--- src/rtl/adc_ctrl_pkg.sv ---
package adc_ctrl_pkg;
  localparam int CTL_W    = 12;
  localparam int F_SRST   = 0;
  localparam int F_SYNC   = 1;
  localparam int F_JOINT  = 6;
  localparam int F_BIN    = 7;
  localparam int F_CAL    = 8;
  localparam int A_HI     = 11;
  localparam int A_LO     = 10;
  localparam logic [1:0] A_CODE = 2'b10;

  typedef struct packed {
    logic held_rst;
    logic joint;
    logic bin;
  } ctl_t;

  localparam ctl_t CTL_RST = '{held_rst: 1'b0, joint: 1'b0, bin: 1'b0};
endpackage

--- src/rtl/adc_bus_decode.sv ---
module adc_bus_decode (
  input  logic joint,
  input  logic sel,
  input  logic rd,
  input  logic wr,
  output logic wr_en,
  output logic rd_en
);
  always_comb begin
    if (joint) begin
      wr_en = sel & ~wr;
      rd_en = sel & wr;
    end else begin
      wr_en = sel & wr;
      rd_en = sel & rd;
    end
  end
endmodule

--- src/rtl/adc_ctrl_regs.sv ---
module adc_ctrl_regs
  import adc_ctrl_pkg::*;
(
  input  logic             clk,
  input  logic             rst,
  input  logic             wr_en,
  input  logic [CTL_W-1:0] wdata,
  output ctl_t             ctl,
  output logic             sync_rst,
  output logic             cal_start,
  output logic             soft_clr
);
  logic acc;

  assign acc       = wr_en && (wdata[A_HI:A_LO] == A_CODE);
  assign soft_clr  = acc && wdata[F_SRST];
  assign cal_start = acc && !wdata[F_SRST] && wdata[F_CAL];

  always_ff @(posedge clk) begin
    if (rst) begin
      ctl      <= CTL_RST;
      sync_rst <= 1'b0;
    end else begin
      sync_rst <= 1'b0;
      if (acc) begin
        if (wdata[F_SRST]) begin
          ctl          <= CTL_RST;
          ctl.held_rst <= 1'b1;
        end else begin
          ctl.held_rst <= 1'b0;
          ctl.joint    <= wdata[F_JOINT];
          ctl.bin      <= wdata[F_BIN];
          sync_rst     <= wdata[F_SYNC];
        end
      end
    end
  end


  sync_one_cycle_chk: assert property (@(posedge clk) disable iff (rst)
    sync_rst |=> !sync_rst);

  soft_enter_chk: assert property (@(posedge clk) disable iff (rst)
    soft_clr |=> (ctl.held_rst && !ctl.joint && !ctl.bin));

  soft_leave_chk: assert property (@(posedge clk) disable iff (rst)
    (acc && !wdata[F_SRST]) |=> !ctl.held_rst);
endmodule

--- src/rtl/adc_offset_path.sv ---
module adc_offset_path #(
  parameter int SW = 10
) (
  input  logic          clk,
  input  logic          rst,
  input  logic          soft_clr,
  input  logic          cal_start,
  input  logic          held_rst,
  input  logic          bin,
  input  logic          raw_valid,
  input  logic [SW-1:0] raw_data,
  input  logic          rd_en,
  output logic          cal_busy,
  output logic          zero_req,
  output logic          out_valid,
  output logic [SW-1:0] out_data,
  output logic          rd_valid,
  output logic [SW-1:0] rd_data
);
  localparam logic signed [SW:0] MAXV = {2'b00, {(SW-1){1'b1}}};
  localparam logic signed [SW:0] MINV = {2'b11, {(SW-1){1'b0}}};
  localparam logic [SW-1:0]      MSB  = {1'b1, {(SW-1){1'b0}}};

  logic [SW-1:0]     off_q;
  logic [SW-1:0]     last_q;
  logic signed [SW:0] diff;
  logic [SW-1:0]     clamped;
  logic [SW-1:0]     coded;

  always_comb begin
    diff = $signed({raw_data[SW-1], raw_data}) - $signed({off_q[SW-1], off_q});
    if (diff > MAXV)      clamped = MAXV[SW-1:0];
    else if (diff < MINV) clamped = MINV[SW-1:0];
    else                  clamped = diff[SW-1:0];
    coded = bin ? (clamped ^ MSB) : clamped;
  end

  always_ff @(posedge clk) begin
    if (rst || soft_clr) begin
      off_q     <= '0;
      last_q    <= '0;
      cal_busy  <= 1'b0;
      zero_req  <= 1'b0;
      out_valid <= 1'b0;
      out_data  <= '0;
      rd_valid  <= 1'b0;
      rd_data   <= '0;
    end else begin
      zero_req  <= 1'b0;
      out_valid <= 1'b0;
      rd_valid  <= rd_en;
      rd_data   <= last_q;
      if (cal_start) begin
        cal_busy <= 1'b1;
        zero_req <= 1'b1;
      end else if (raw_valid && !held_rst) begin
        if (cal_busy) begin
          off_q    <= raw_data;
          cal_busy <= 1'b0;
        end else begin
          out_valid <= 1'b1;
          out_data  <= coded;
          last_q    <= coded;
        end
      end
    end
  end


  zreq_busy_chk: assert property (@(posedge clk) disable iff (rst)
    zero_req |-> cal_busy);

  zreq_pulse_chk: assert property (@(posedge clk) disable iff (rst)
    zero_req |=> !zero_req);

  cal_swallow_chk: assert property (@(posedge clk) disable iff (rst)
    (cal_busy && raw_valid && !held_rst && !cal_start && !soft_clr) |=> (!out_valid && !cal_busy));

  held_quiet_chk: assert property (@(posedge clk) disable iff (rst)
    (held_rst && raw_valid) |=> !out_valid);

  sample_out_chk: assert property (@(posedge clk) disable iff (rst)
    (raw_valid && !cal_busy && !held_rst && !cal_start && !soft_clr) |=> out_valid);

  read_resp_chk: assert property (@(posedge clk) disable iff (rst)
    (rd_en && !soft_clr) |=> rd_valid);
endmodule

--- src/rtl/adc_ctrl_offset.sv ---
module adc_ctrl_offset
  import adc_ctrl_pkg::*;
#(
  parameter int SW = 10
) (
  input  logic             clk,
  input  logic             rst,
  input  logic             bus_sel,
  input  logic             bus_rd,
  input  logic             bus_wr,
  input  logic [CTL_W-1:0] bus_wdata,
  input  logic             raw_valid,
  input  logic [SW-1:0]    raw_data,
  output logic             zero_req,
  output logic             cal_busy,
  output logic             sync_rst,
  output logic             out_valid,
  output logic [SW-1:0]    out_data,
  output logic             rd_valid,
  output logic [SW-1:0]    rd_data
);
  ctl_t ctl;
  logic wr_en, rd_en, cal_start, soft_clr;

  adc_bus_decode u_dec (
    .joint (ctl.joint),
    .sel   (bus_sel),
    .rd    (bus_rd),
    .wr    (bus_wr),
    .wr_en (wr_en),
    .rd_en (rd_en)
  );

  adc_ctrl_regs u_regs (
    .clk       (clk),
    .rst       (rst),
    .wr_en     (wr_en),
    .wdata     (bus_wdata),
    .ctl       (ctl),
    .sync_rst  (sync_rst),
    .cal_start (cal_start),
    .soft_clr  (soft_clr)
  );

  adc_offset_path #(.SW(SW)) u_path (
    .clk       (clk),
    .rst       (rst),
    .soft_clr  (soft_clr),
    .cal_start (cal_start),
    .held_rst  (ctl.held_rst),
    .bin       (ctl.bin),
    .raw_valid (raw_valid),
    .raw_data  (raw_data),
    .rd_en     (rd_en),
    .cal_busy  (cal_busy),
    .zero_req  (zero_req),
    .out_valid (out_valid),
    .out_data  (out_data),
    .rd_valid  (rd_valid),
    .rd_data   (rd_data)
  );


  strobe_excl_chk: assert property (@(posedge clk) disable iff (rst)
    !(wr_en && rd_en));

  joint_rd_ignored_chk: assert property (@(posedge clk) disable iff (rst)
    (ctl.joint && !bus_sel) |-> !(wr_en || rd_en));
endmodule

--- config.mk ---
export PLATFORM = sky130hd
export DESIGN_NAME = adc_ctrl_offset
export DESIGN_NICKNAME = d
export VERILOG_FILES = /design/src/rtl/adc_ctrl_pkg.sv /design/src/rtl/adc_bus_decode.sv /design/src/rtl/adc_ctrl_regs.sv /design/src/rtl/adc_offset_path.sv /design/src/rtl/adc_ctrl_offset.sv
export SDC_FILE = /design/constraint.sdc
export NUM_CORES = 1
export LEC_CHECK = 0
export CORE_MARGIN = 4
export CORE_UTILIZATION = 45
export CTS_CLUSTER_DIAMETER = 60
export CTS_CLUSTER_SIZE = 12
export DETAILED_ROUTE_END_ITERATION = 8
export DONT_BUFFER_PORTS = 1
export SYNTH_ARGS = -nofsm -noshare
export SYNTH_HDL_FRONTEND = slang
export SYNTH_SLANG_ARGS = --single-unit
--- constraint.sdc ---
create_clock -name clk -period 5.6 [get_ports clk]
set_input_delay 0.84 -clock clk [delete_from_list [all_inputs] [get_ports clk]]
set_output_delay 0.84 -clock clk [all_outputs]
set_load 0.05 [all_outputs]
# After elaboration in Yosys (flattened, before gate mapping)
# Cells that the tools add are included.
[op_classes]
reduce_logical = 13
add_sub_neg = 1
eq_ne = 1
mux = 10
n_bitwise = 9
magnitude_cmp = 2
[ops]
columns = ["operator", "count"]
rows = [
  ["two-way mux 10 bit", 3],
  ["> comparator 11 x 10 -> 1 bit, second input constant", 1],
  ["< comparator 11 x 10 -> 1 bit, second input constant", 1],
  ["subtractor 10 x 10 -> 11 bit", 1],
  ["two-way mux 1 bit", 6],
  ["inverter 1 bit", 6],
  ["AND reduction 3 bit", 2],
  ["OR reduction 3 bit", 2],
  ["logical AND 1 bit", 5],
  ["AND 1 bit", 3],
  ["two-way mux 3 bit", 1],
  ["== test 2 bit, second input constant", 1],
  ["zero test 1 bit", 2],
  ["nonzero test 2 bit", 1],
  ["logical OR 1 bit", 1],
]
[totals]
reg_bits = 38
wordCells = 47
input_bits = 28
output_inout_bits = 25

# Logic depth before layout (Yosys ltp)
[depth]
word_depth = 8
mapped_depth = 9
depth_no_buf = 9

# Hierarchy
# From an unflattened synthesis, not the netlist that was laid out.
[unflattened]
cells_unflattened = 215
area_unflattened_um2 = 1904.3
[by_module_without_submodules]
columns = ["module", "cells_each", "instances", "seq_area_each_um2", "area_per_inst_um2"]
rows = [
  ["adc_offset_path", 193, 1, 680.7, 1672.9],
  ["adc_ctrl_regs", 18, 1, 80.1, 200.2],
  ["adc_bus_decode", 4, 1, 0.0, 31.3],
]

# Worst setup path after synthesis
# OpenSTA, ideal clock, no wires.
[synth_timing]
path_type = "input to register"
startpoint = "input port raw_data[0]"
endpoint = "register u_path.out_data[9]"
required_time_ns = 5.483
n_path_buf = 0
arrival_time_ns = 2.456
setup_time_ns = 0.117
path_stages = 9
path_slack_ns = 3.026
path_cell_list = "inv_1 ha_1 fa_1 nand2b_1 a21oi_1 o2111ai_2 nand4_4 nand3b_1 a32o_1"
[synth_between]
elab_chain_cells = 6
word_cells_on_any_way = 7
cone_classes = "add/sub: 1; order compare: 2; mux: 3; bitwise: 1"
[synth_lines]
columns = ["item", "line", "text"]
rows = [
  ["start: declaration", "adc_ctrl_offset.sv:13", "input logic [SW-1:0] raw_data,"],
  ["subtractor 10 x 10 -> 11 bit (*)", "adc_offset_path.sv:31", "diff = $signed({raw_data[SW-1], raw_data}) - $signed({off_q[SW-1], off_q});"],
  ["< comparator 11 x 10 -> 1 bit", "adc_offset_path.sv:33", "else if (diff < MINV) clamped = MINV[SW-1:0];"],
  ["two-way mux 10 bit", "adc_offset_path.sv:33", ""],
  ["two-way mux 10 bit (*)", "adc_offset_path.sv:32", "if (diff > MAXV) clamped = MAXV[SW-1:0];"],
  ["inverter 1 bit (no line)", "n/a", ""],
  ["two-way mux 10 bit (*)", "adc_offset_path.sv:35", "coded = bin ? (clamped ^ MSB) : clamped;"],
  ["end signal: assignment", "adc_offset_path.sv:62", "out_data <= coded;"],
  ["end: declaration", "adc_offset_path.sv:16", "output logic [SW-1:0] out_data,"],
]
# Every way passes the cells marked *; elsewhere a longest branch is shown, timed or not.
# A chain may end at the register's enable or synchronous reset.

# Final worst setup path
[layout_timing]
startpoint = "input port bus_wdata[10]"
endpoint = "register u_path.out_data[8]"
[layout_between]
elab_chain_cells = 6
word_cells_on_any_way = 8
cone_classes = "eq/ne: 1; bitwise: 1; reduce/logical: 6"
[layout_lines]
columns = ["item", "line", "text"]
rows = [
  ["start: declaration", "adc_ctrl_offset.sv:11", "input logic [CTL_W-1:0] bus_wdata,"],
  ["== test 2 bit (*)", "adc_ctrl_regs.sv:15", "assign acc = wr_en && (wdata[A_HI:A_LO] == A_CODE);"],
  ["logical AND 1 bit (*)", "adc_ctrl_regs.sv:15", ""],
  ["logical AND 1 bit (2 in a row)", "adc_ctrl_regs.sv:17", "assign cal_start = acc && !wdata[F_SRST] && wdata[F_CAL];"],
  ["inverter 1 bit (no line)", "n/a", ""],
  ["AND reduction 3 bit (no line)", "n/a", ""],
]
# Marks and branches as above.

==> results.py <==
metrics = {
    "detailed_routing": {
        "vias": 1413,
        "final_antenna_net_count": 0,
        "wl_per_cell_um": 14.7,
        "drtIter0Drc": 45,
        "firstDrtPassIters": 4,
        "drcViolationCount": 0,
        "vias_per_cell": 5.56,
        "wirelength_mm": 3.74,
    },
    "worst_setup_path": {
        "crit_arrival_ns": 2.69,
        "crit_family": "compound AO/OA/AOI/OAI gates",
        "critPathMaxFanout": 14,
        "crit_path_start_kind": "input pin",
        "rrSetupSlack_ns": 3.30,
        "crit_type": "input pin to flop",
        "cpPeakStageDelay_ns": 0.91,
        "cp_cell_sequence": "nand3b_1 > o31ai_2 > nor2_2 > a21oi_1 > nor3_1 > o2bb2ai_1",
        "critPathBufInv": 0,
        "crit_path_top_delay_cell": "o31ai_2",
        "critical_path.endpoint_type": "flop",
        "required_ns": 5.78,
    },
    "clocking": {
        "cts_tree": "built",
        "insertion_delay_ns": 0.29,
        "clockBufferDepth": 2,
        "cts_setup_buffers": 0,
        "cts_resized": 0,
        "cts-root-buf": "clkbuf_8",
        "cts.clk_slew.worst_paths_ns": 0.08,
        "cts_hold_buf": 0,
        "htree_levels": 2,
        "numCtsBuffers": 5,
        "cts_sinks": 38,
    },
    "sta": {
        "fin_ws_ns": 3.08,
        "post-route-min-period_ns": 2.52,
        "clock_skew_ns": 0.00721,
        "hold_violations": 0,
        "rsz0062_at_grt": "false",
        "finalMaxSlewViolations": 0,
        "relSlewSlack_pct": 26.4,
        "max_freq_mhz": 397,
        "setup_viol": 0,
        "worst_pin_slew_ns": 1.10,
        "fin_crit_sh_pct": 44.9,
        "finalSetupTns_ns": 0,
    },
    "outcome": {
        "status": "complete, no violations",
    },
    "layout": {
        "diodes": 0,
        "final_area_um2": 2070,
        "finalNetCount": 242,
        "n_fill_cell": 371,
        "layout-drive-gt1-share_pct": 8.82,
        "mostFrequentLayoutCell": "dfxtp_1",
        "mostFrequentLayoutCells": "dfxtp_1 (38), nor2_1 (17), inv_1 (15)",
        "final-seq-area_um2": 761,
        "area_growth_pct": 9.63,
        "multiInputGateArea_um2": 1040,
    },
    "die": {
        "core_area_um2": 4030,
        "row_count": 23,
        "die_h_um": 72.7,
        "start_util_pct": 46.8,
        "die_area_um2": 5290,
        "pin_count": 53,
        "die_w_um": 72.7,
    },
    "flow_run": {
        "drv_cap": 0,
    },
    "yosys": {
        "ys_ff_latch": 38,
        "yosysTopAreaCell": "dfxtp_1",
        "synth_area_um2": 1880,
        "yosysSeqAreaShare_pct": 40.4,
        "synth.area.top_cells": "dfxtp_1 (40%), ha_1 (6.6%), mux2i_1 (5.8%)",
        "synth_flop_cell": "dfxtp_1",
        "syn-num-nets": 239,
        "synth.avg_cell_area_um2": 9.42,
        "ys_warn_count": 0,
        "syn_inst": 200,
        "synth.top_cell.area_share_pct": 40.4,
        "synthDistinctLibCells": 49,
        "synth_enable_flop_cells": 0,
        "async_flop_share_pct": 0,
    },
    "global_routing": {
        "overflow": 0,
        "grtUsageTotal_pct": 15.5,
        "antenna_found_initial": 0,
        "grt_pass1_wl_mm": 6.44,
        "grt_max_degree": 15,
        "grt_pass1_vias": 1360,
    },
    "power_and_ir_drop": {
        "leakage_uw": 0.000852,
        "p_per_area_nw_per_um2": 340,
        "ir_drop_v": 0.000143,
    },
    "min_path": {
        "hp-class": "flop to flop",
    },
    "placed_design": {
        "place_congestion": 0.864,
        "place_area_um2": 1920,
        "numPortBuffers": 0,
        "dp_hpwl_mm": 2.96,
        "dp_slack_ns": 2.68,
    },
}
==> area by class of cell <==
class                   count  area share [%]
clock inverters             2            2.91
inverters                  15            2.73
multi-input cells         143            50.5
flip-flops and latches     38            36.8
clock buffers               6            4.00
well taps                  50            3.03
==> synth_stat cells (4+ instances only) <==
master / count
o211ai_1: 6
nand3_1: 8
a21oi_1: 12
inv_1: 15
ha_1: 10
nand2_1: 11
dfxtp_1: 38
and2_1: 11
mux2i_1: 11
a2bb2oi_1: 5
a21o_1: 4
nor2_1: 17
==> cell families after synthesis <==
group	after synthesis	synth area share, %
buffers and inverters	19	4.25
muxes	11	5.84
AOI/OAI and AO/OA	46	18.5
adders and majority gates	11	7.70
DFF	38	40.4
and+or+nand+nor	69	20.2
xor gates and xnor gates	6	3.19
==> layer usage <==
layer | routed length (um) | up-vias | global-route usage (%)
met3 | 303 | 5 | 5.92
met2 | 1720 | 40 | 23.3
met1 | 1660 | 651 | 20.5
met5 | 0 | - | 0
met4 | 52 | 0 | 4.92
li1 | - | 717 | -
==> path summary, 6_finish.rpt <==
| path | startpoint | endpoint | cells past startpoint |
|---|---|---|---|
| min | u_regs.ctl[0] | u_regs.ctl[0] | 2 |
| max reg2reg | u_regs.ctl[1] | u_path.out_data[8] | 6 |
| min reg2reg | u_regs.ctl[0] | u_regs.ctl[0] | 2 |
| max | bus_wdata[10] | u_path.out_data[8] | 6 |
==> report_power, final <==
part | total [uW] | internal [uW] | switching, uW
sequential | 349 | 286 | 62.6
combinational | 70.0 | 29.7 | 40.3
clock | 284 | 190 | 93.9
==> tightest hold or removal path, cell delays in order, from the launching register on <==
cell and delay (ns):
dfxtp_1 0.32, nand2_1 0.06, a21oi_1 0.05
==> per-stage QoR <==
stage	hold WS [ns]	power, uW	util, %	std cells
6_report	0.465	703	51.3	254
5_1_grt	0.509	735	51.3	254
4_1_cts	0.470	711	51.3	254
3_5_place_dp	0.458	426	47.7	246
3_3_place_gp	0.453	423	47.7	246
2_1_floorplan	0.430	410	-	200
==> registers in the layout (all words and copies together), names as in the netlist <==
register,flops
u_path.zero_req,1
u_path.off_q,10
u_path.rd_valid,1
u_path.rd_data,10
u_path.cal_busy,1
u_path.out_data,10
u_regs.sync_rst,1
u_path.out_valid,1
u_regs.ctl,3
Note: power is estimated with default switching activity, not from simulation.
